`config.mk`:
```
export PLATFORM = sky130hd
export DESIGN_NAME = cascade_timer
export DESIGN_NICKNAME = d
export VERILOG_FILES = /design/src/rtl/cascade_timer_pkg.sv /design/src/rtl/ct_event_sync.sv /design/src/rtl/ct_half.sv /design/src/rtl/cascade_timer.sv
export SDC_FILE = /design/constraint.sdc
export NUM_CORES = 1
export LEC_CHECK = 0
export ABC_CLOCK_PERIOD_IN_PS = 5600
export BUFFER_PORTS_ARGS = -buffer_cell sky130_fd_sc_hd__buf_2
export CAP_MARGIN = 0
export CORE_UTILIZATION = 50
export DETAILED_ROUTE_END_ITERATION = 7
export PLACE_DENSITY = 0.7
export SLEW_MARGIN = 20
export SYNTH_ARGS = -nofsm -noshare
export SYNTH_HDL_FRONTEND = slang
export SYNTH_SLANG_ARGS = --single-unit
```
`constraint.sdc`:
```
create_clock -name clk -period 5.6 [get_ports clk]
set_clock_uncertainty 0.2 [all_clocks]
set_input_delay 0.28 -clock clk [delete_from_list [all_inputs] [get_ports clk]]
set_output_delay 0.28 -clock clk [all_outputs]
set_load 0.05 [all_outputs]
```
`src/rtl/cascade_timer_pkg.sv`:
```
package cascade_timer_pkg;
  typedef enum logic {
    SRC_TICK  = 1'b0,
    SRC_EVENT = 1'b1
  } src_e;
endpackage

```
`src/rtl/ct_event_sync.sv`:
```
module ct_event_sync #(
  parameter int STAGES = 2
) (
  input  logic clk,
  input  logic rst_n,
  input  logic evt_i,
  output logic rise_o
);
  localparam int DEPTH = STAGES + 1;

  logic [DEPTH-1:0] sync_q;
  logic [DEPTH-1:0] sync_d;

  always_comb begin
    sync_d = {sync_q[DEPTH-2:0], evt_i};
  end

  always_ff @(posedge clk or negedge rst_n) begin
    if (!rst_n) sync_q <= '0;
    else        sync_q <= sync_d;
  end

  assign rise_o = sync_q[STAGES-1] & ~sync_q[STAGES];
endmodule

```
`src/rtl/ct_half.sv`:
```
module ct_half #(
  parameter int W = 8
) (
  input  logic         clk,
  input  logic         rst_n,
  input  logic         wr_en,
  input  logic [W-1:0] wr_data,
  input  logic         start,
  input  logic         wrap,
  input  logic         inc,
  output logic [W-1:0] count_o,
  output logic         eq_o
);
  logic [W-1:0] data_q;
  logic [W-1:0] latch_q, latch_d;
  logic [W-1:0] cnt_q, cnt_d;
  logic         latch_en;

  // data register: no defined reset value, written only by software
  always_ff @(posedge clk) begin
    if (wr_en) data_q <= wr_data;
  end

  always_comb begin
    latch_en = start | wrap;
    latch_d  = latch_en ? data_q : latch_q;
    if (start || wrap) cnt_d = '0;
    else if (inc)      cnt_d = cnt_q + W'(1);
    else               cnt_d = cnt_q;
  end

  always_ff @(posedge clk or negedge rst_n) begin
    if (!rst_n) begin
      latch_q <= '0;
      cnt_q   <= '0;
    end else begin
      latch_q <= latch_d;
      cnt_q   <= cnt_d;
    end
  end

  assign count_o = cnt_q;
  assign eq_o    = (cnt_q == latch_q);
endmodule

```
`src/rtl/cascade_timer.sv`:
```
module cascade_timer
  import cascade_timer_pkg::*;
#(
  parameter int HALF_W      = 8,
  parameter int SYNC_STAGES = 2
) (
  input  logic              clk,
  input  logic              rst_n,
  input  logic              wr_en,
  input  logic              wr_sel,
  input  logic [HALF_W-1:0] wr_data,
  input  logic              rd_sel,
  output logic [HALF_W-1:0] rd_data,
  input  logic [1:0]        run,
  input  logic              cascade,
  input  logic [1:0]        src_sel,
  input  logic              tick_i,
  input  logic [1:0]        evt_i,
  input  logic [1:0]        flag_clr,
  output logic [1:0]        flag_o
);
  localparam int NCH = 2;

  logic [NCH-1:0]    evt_rise;
  logic [NCH-1:0]    run_q, run_d;
  logic [NCH-1:0]    flag_q, flag_d;
  logic [NCH-1:0]    start_ch, adv_ch;
  logic [NCH-1:0]    start_h, wrap_h, inc_h, set_flag, eq_h, wr_h;
  logic              match_16, ones_lo;
  logic [HALF_W-1:0] cnt_w [NCH];
  logic [HALF_W-1:0] cnt_lo, cnt_hi;

  for (genvar g = 0; g < NCH; g++) begin : g_ch
    ct_event_sync #(.STAGES(SYNC_STAGES)) sync_i (
      .clk    (clk),
      .rst_n  (rst_n),
      .evt_i  (evt_i[g]),
      .rise_o (evt_rise[g])
    );

    assign wr_h[g] = wr_en & (wr_sel == 1'(g));

    ct_half #(.W(HALF_W)) half_i (
      .clk     (clk),
      .rst_n   (rst_n),
      .wr_en   (wr_h[g]),
      .wr_data (wr_data),
      .start   (start_h[g]),
      .wrap    (wrap_h[g]),
      .inc     (inc_h[g]),
      .count_o (cnt_w[g]),
      .eq_o    (eq_h[g])
    );
  end

  assign cnt_lo  = cnt_w[0];
  assign cnt_hi  = cnt_w[1];
  assign ones_lo = &cnt_lo;

  // next-state logic for control, step routing and flags
  always_comb begin
    for (int i = 0; i < NCH; i++) begin
      start_ch[i] = run[i] & ~run_q[i];
      adv_ch[i]   = run[i] & ~start_ch[i] &
                    ((src_e'(src_sel[i]) == SRC_EVENT) ? evt_rise[i] : tick_i);
    end
    match_16 = eq_h[0] & eq_h[1];
    if (cascade) begin
      start_h  = {NCH{start_ch[0]}};
      wrap_h   = {NCH{adv_ch[0] & match_16}};
      inc_h[0] = adv_ch[0] & ~match_16;
      inc_h[1] = adv_ch[0] & ~match_16 & ones_lo;
      set_flag = {1'b0, adv_ch[0] & match_16};
    end else begin
      start_h  = start_ch;
      wrap_h   = adv_ch & eq_h;
      inc_h    = adv_ch & ~eq_h;
      set_flag = adv_ch & eq_h;
    end
    flag_d = set_flag | (flag_q & ~flag_clr);
    run_d  = run;
  end

  always_ff @(posedge clk or negedge rst_n) begin
    if (!rst_n) begin
      run_q  <= '0;
      flag_q <= '0;
    end else begin
      run_q  <= run_d;
      flag_q <= flag_d;
    end
  end

  assign rd_data = rd_sel ? cnt_hi : cnt_lo;
  assign flag_o  = flag_q;
endmodule

```
### Word level (Yosys, flattened, before mapping)

Cells that the tools add are included.

* register bits: 58
* output and inout port bits: 10

* add/sub/neg operators: 2
* eq/ne operators: 2
* mux-type cells: 11
* bitwise operators: 30
* reduce and logical (&&, ||, !) cells: 5

Operators by type and width (count)
* 8-bit 2-to-1 mux: 5
* 8-bit by 1-bit adder with 8-bit output (second input constant): 2
* 8-bit == test: 2
* 1-bit AND: 14
* 2-bit 2-to-1 mux: 4
* 1-bit NOT: 8
* 8-bit AND reduction: 1
* 2-bit AND: 3
* 2-bit NOT: 2
* 2-bit nonzero test: 2
* 1-bit logical OR: 2
* 1-bit 2-to-1 mux: 2
* 1-bit bitwise OR: 2
* 2-bit bitwise OR: 1

### Longest topological paths before layout

* depth after elaboration: 10
* depth in mapped cells: 9
* depth with buffers taken out: 7

### Cells and area by module

A second synthesis with hierarchy kept.

* cells, all modules: 233
* area, all modules: 2585.0 µm²

Modules (own cells, without submodules)
* ct_half: times used 2, cells each 92, area an instance 1016.0 µm², seq. area each 640.6 µm²
* cascade_timer: times used 1, cells each 41, area an instance 375.4 µm², seq. area each 100.1 µm²
* ct_event_sync: times used 2, cells each 4, area an instance 88.8 µm², seq. area each 75.1 µm²

### Worst setup path before layout

Ideal clock, no wire load.

* path kind: reg-to-reg
* start point: reg g_ch[0].half_i.cnt_q[3]
* end point: reg g_ch[1].half_i.latch_q[6]
* setup time: 0.125 ns
* arrival: 2.020 ns
* required time: 5.275 ns
* path slack: 3.255 ns
* cell stages (with the launch flop): 10
* path buffers: 3
* cell sequence: dfrtp_1 > buf_6 > xnor2_2 > nand4_1 > or2_1 > buf_6 > o31a_1 > o221ai_4 > buf_8 > mux2_4

* cells in the longest elaborated chain, start to end: 5

RTL lines
* from (decl): RTL line ct_half.sv:16 `logic [W-1:0] cnt_q, cnt_d;`
* from (signal assigned): RTL line ct_half.sv:38 `cnt_q <= cnt_d;`
* 8-bit == test: RTL line ct_half.sv:43 `assign eq_o = (cnt_q == latch_q);`
* 1-bit AND: RTL line cascade_timer.sv:67 `match_16 = eq_h[0] & eq_h[1];`
* 1-bit AND: RTL line cascade_timer.sv:70 `wrap_h = {NCH{adv_ch[0] & match_16}};`
* 2-bit 2-to-1 mux: RTL line cascade_timer.sv:68 `if (cascade) begin`
* 1-bit bitwise OR: RTL line ct_half.sv:25 `latch_en = start | wrap;`
* to (signal assigned): RTL line ct_half.sv:37 `latch_q <= latch_d;`
* to (decl): RTL line ct_half.sv:15 `logic [W-1:0] latch_q, latch_d;`

No other way between the ends.
A chain may end at the register's enable or synchronous reset.

### Worst setup path in the final report

* start point: reg g_ch[0].half_i.cnt_q[4]
* end point: reg g_ch[1].half_i.latch_q[5]

The elaborated chain is that of the path after synthesis.

==> out/qor.txt <==
Final cycle utilization of the critical path = 48.4%
Count of state elements after synthesis = 58
Number of nets in the synthesized netlist = 225
Pin count of the biggest net entering global routing = 43
Floorplan die area = 5670 sq um
CP Data Arrival Time = 2.73 ns
Post-detailed-placement cell area = 2880 sq um
Total via count in the routed design = 1738
Initial Util = 52.3%
Avg Synthesized Cell Area = 13.4 sq um
Fraction of final layout cells sized beyond drive strength 1 = 31.4%
Cell breakdown of the critical path = xnor2_1 -> nand4_1 -> or2_1 -> o31a_1 -> o221ai_4 -> mux2_2
Unrepaired setup endpoints after global routing = no
Unique cell type count in the Yosys netlist = 41
Max-capacitance violation count = 0
Crit path capture type = flip-flop
Worst-case clock buffer depth = 2
Register-to-register setup slack = 2.89 ns
Total Negative Setup Slacks = 0 ns
Antenna violations before repair = 0
Cell types occupying the most area after synthesis = sky130_fd_sc_hd__dfrtp_1 (39%), sky130_fd_sc_hd__edfxtp_1 (18%), sky130_fd_sc_hd__mux2_2 (7.5%), sky130_fd_sc_hd__xor2_1 (4.6%), sky130_fd_sc_hd__xnor2_1 (4.2%)
Data required, critical path = 5.62 ns
WL final = 5.16 mm
Commonest cells after routing, fill and taps aside = sky130_fd_sc_hd__dfrtp_1 (42), sky130_fd_sc_hd__buf_2 (32), sky130_fd_sc_hd__mux2_2 (18)
Syn Inst Count = 200
All-layer global routing usage = 21.3%
TritonCTS Sinks = 58
Peak supply drop = 0.229 mV
FMAX = 369 MHz
Post-detailed-route wirelength per cell = 15.7 um
DR iter-0 viols = 97
Crit-path max cell delay = 0.50 ns
Clock Latency Late Sink = 0.35 ns
Slowest stage cell on the critical path = sky130_fd_sc_hd__o221ai_4
Number of standard-cell rows in the floorplan = 26
Cell type contributing the most total cell area after synthesis = sky130_fd_sc_hd__dfrtp_1
Antenna Cells = 0
Max-slew violation count = 0
Count of endpoints failing setup in the final report = 0
Leak Pwr = 1.40 nW
Clock tree from TritonCTS = built
Placeable Area = 5140 sq um
Post-route minimum period = 2.71 ns
Power per unit of standard cell area = 330 nW/um^2
H-tree levels = 3
Via count of the first global-routing pass = 1698
Count of antenna-violating nets left after detailed routing = 0
Cell Area, Synth = 2690 sq um
First-pass GRT wire length = 8.32 mm
HPWL after detailed placement = 3.50 mm
GR Overflow Total = 0
Mean number of vias per cell = 5.30
Fraction of the yosys area taken by sequential cells = 57.0%
Critical path peak fanout = 16
Type of element launching the critical path = flip-flop
I/O pins = 33
TritonRoute pass-1 iters = 4
Critical Setup Path Class = reg -> reg
Most common cell after layout, fill and taps aside = sky130_fd_sc_hd__dfrtp_1
Post-CTS setup buffer count = 0
Number of nets at the end of the flow = 278
Worst-path clk slew = 0.07 ns
Max_slew headroom = 39.1%
Library cell used as clock root buffer = sky130_fd_sc_hd__clkbuf_8
Overall die width = 75.3 um
Hold crit path type = in -> reg
Post-route total power = 1.08 mW
Number of buffers inserted during clock tree synthesis = 9
DR DRC count = 0
Die height = 75.3 um
Number of warning messages in the yosys log = 0
Post-route cell area = 3280 sq um
Gp weighted congestion = 0.794
Status = complete, no violations
Number of port buffers = 32
Layout overhead on the synthesized area = 22.0%
Worst-Margin Slew = 0.913 ns
Number of hold violations in the final report = 0
Top cell type's share of synthesized area = 39.1%
## per-stage QoR
stage	utilization (%)	hold slack [ns]	setup slack (ns)	std cells
after detailed placement	56.0	0.142	2.91	297
final	63.8	0.0894	2.89	328
after CTS	63.8	0.0765	2.90	328
after floorplan	-	-0.216	3.25	200
after global routing	63.8	0.0950	2.71	328
after global placement	56.0	0.135	2.95	297
## report_power, final
group	switching, mW	total, mW	internal [mW]
combinational	0.0492	0.108	0.0583
sequential	0.0255	0.497	0.471
clock	0.177	0.476	0.299
## layer usage
layer  part of all wire (%)  GRT usage, %
met1                     46          26.0
met2                     48          33.5
met3                    4.6          8.33
met4                    2.0          9.88
met5                      0             0
## synth_stat cells
library cell and instances:
sky130_fd_sc_hd__a211o_1 1, sky130_fd_sc_hd__nand3_1 3, sky130_fd_sc_hd__mux2_4 6, sky130_fd_sc_hd__o31a_1 1
sky130_fd_sc_hd__a21oi_1 4, sky130_fd_sc_hd__buf_8 2, sky130_fd_sc_hd__edfxtp_1 16, sky130_fd_sc_hd__buf_6 2
sky130_fd_sc_hd__nor4_2 2, sky130_fd_sc_hd__dfrtp_1 42, sky130_fd_sc_hd__or3_4 1, sky130_fd_sc_hd__xnor2_1 13
sky130_fd_sc_hd__mux2_2 18, sky130_fd_sc_hd__a21boi_0 2, sky130_fd_sc_hd__a211oi_1 2, sky130_fd_sc_hd__inv_1 5
sky130_fd_sc_hd__a21o_1 1, sky130_fd_sc_hd__a21oi_2 1, sky130_fd_sc_hd__nand2_1 8, sky130_fd_sc_hd__and3_1 2
sky130_fd_sc_hd__nor2b_1 1, sky130_fd_sc_hd__xnor2_2 1, sky130_fd_sc_hd__nand3b_1 3, sky130_fd_sc_hd__a21bo_2 1
sky130_fd_sc_hd__clkbuf_1 1, sky130_fd_sc_hd__nand2b_1 3, sky130_fd_sc_hd__nor2_1 14, sky130_fd_sc_hd__o2bb2ai_1 1
sky130_fd_sc_hd__o221ai_4 1, sky130_fd_sc_hd__o21ai_0 5, sky130_fd_sc_hd__o211ai_1 2, sky130_fd_sc_hd__nand2_4 1
sky130_fd_sc_hd__o2111ai_1 4, sky130_fd_sc_hd__a2111oi_2 1, sky130_fd_sc_hd__o22ai_1 1, sky130_fd_sc_hd__ha_1 2
sky130_fd_sc_hd__and2_1 6, sky130_fd_sc_hd__xor2_1 14, sky130_fd_sc_hd__or2_1 1, sky130_fd_sc_hd__nand4_1 4
sky130_fd_sc_hd__mux2i_1 1
## repair_timing
| action | CTS | global route |
|---|---|---|
| gates resized for setup | 0 | 0 |
| endpoints found under the hold margin | 64 | 0 |
| hold buffers | 15 | 0 |
## flip-flops by register name, indices dropped and copies added (netlist names)
register / count
g_ch.half_i.count_o: 16
g_ch.half_i.data_q: 16
g_ch.half_i.latch_q: 16
g_ch.sync_i.sync_q: 6
flag_o: 2
run_q: 2
## cells by family after synthesis
family / Yosys count / share of synthesized area, %
buffers and inverters: 10 / 2.79
adder cells (fa/ha/maj): 2 / 0.931
XOR/XNOR: 28 / 9.41
flip-flops: 58 / 57.0
AND/OR/NAND/NOR: 49 / 10.2
AO/OA/AOI/OAI: 28 / 8.38
multiplexers: 25 / 11.3
## final cells by class
cell class	instances	area (sq um)
fill	411	1860
sequential	58	1530
multi-input combinational	132	1080
timing repair buffer	47	310
clock inverter	7	125
clock buffer	9	124
tap	70	87.6
inverter	5	18.8
## critical path, delay by kind of cell (launching register included)
kind	cells	cell delay (ns)
flops	1	0.48
simple gates	2	0.50
mux	1	0.40
compound gates	2	0.81
xor+xnor	1	0.19
## path summary, 6_finish.rpt
path | from | end | cells after the start
setup / recovery | g_ch[0].half_i.count_o[4] | g_ch[1].half_i.latch_q[5] | 6
hold / removal | cascade | flag_o[1] | 3
setup reg to reg | g_ch[0].half_i.count_o[4] | g_ch[1].half_i.latch_q[5] | 6
hold reg to reg | g_ch[1].sync_i.sync_q[0] | g_ch[1].sync_i.sync_q[1] | 0
max in group asynchronous | rst_n | g_ch[1].half_i.latch_q[3] | 2
min in group asynchronous | rst_n | g_ch[1].half_i.count_o[4] | 2
Note: power is estimated with default switching activity, not from simulation.
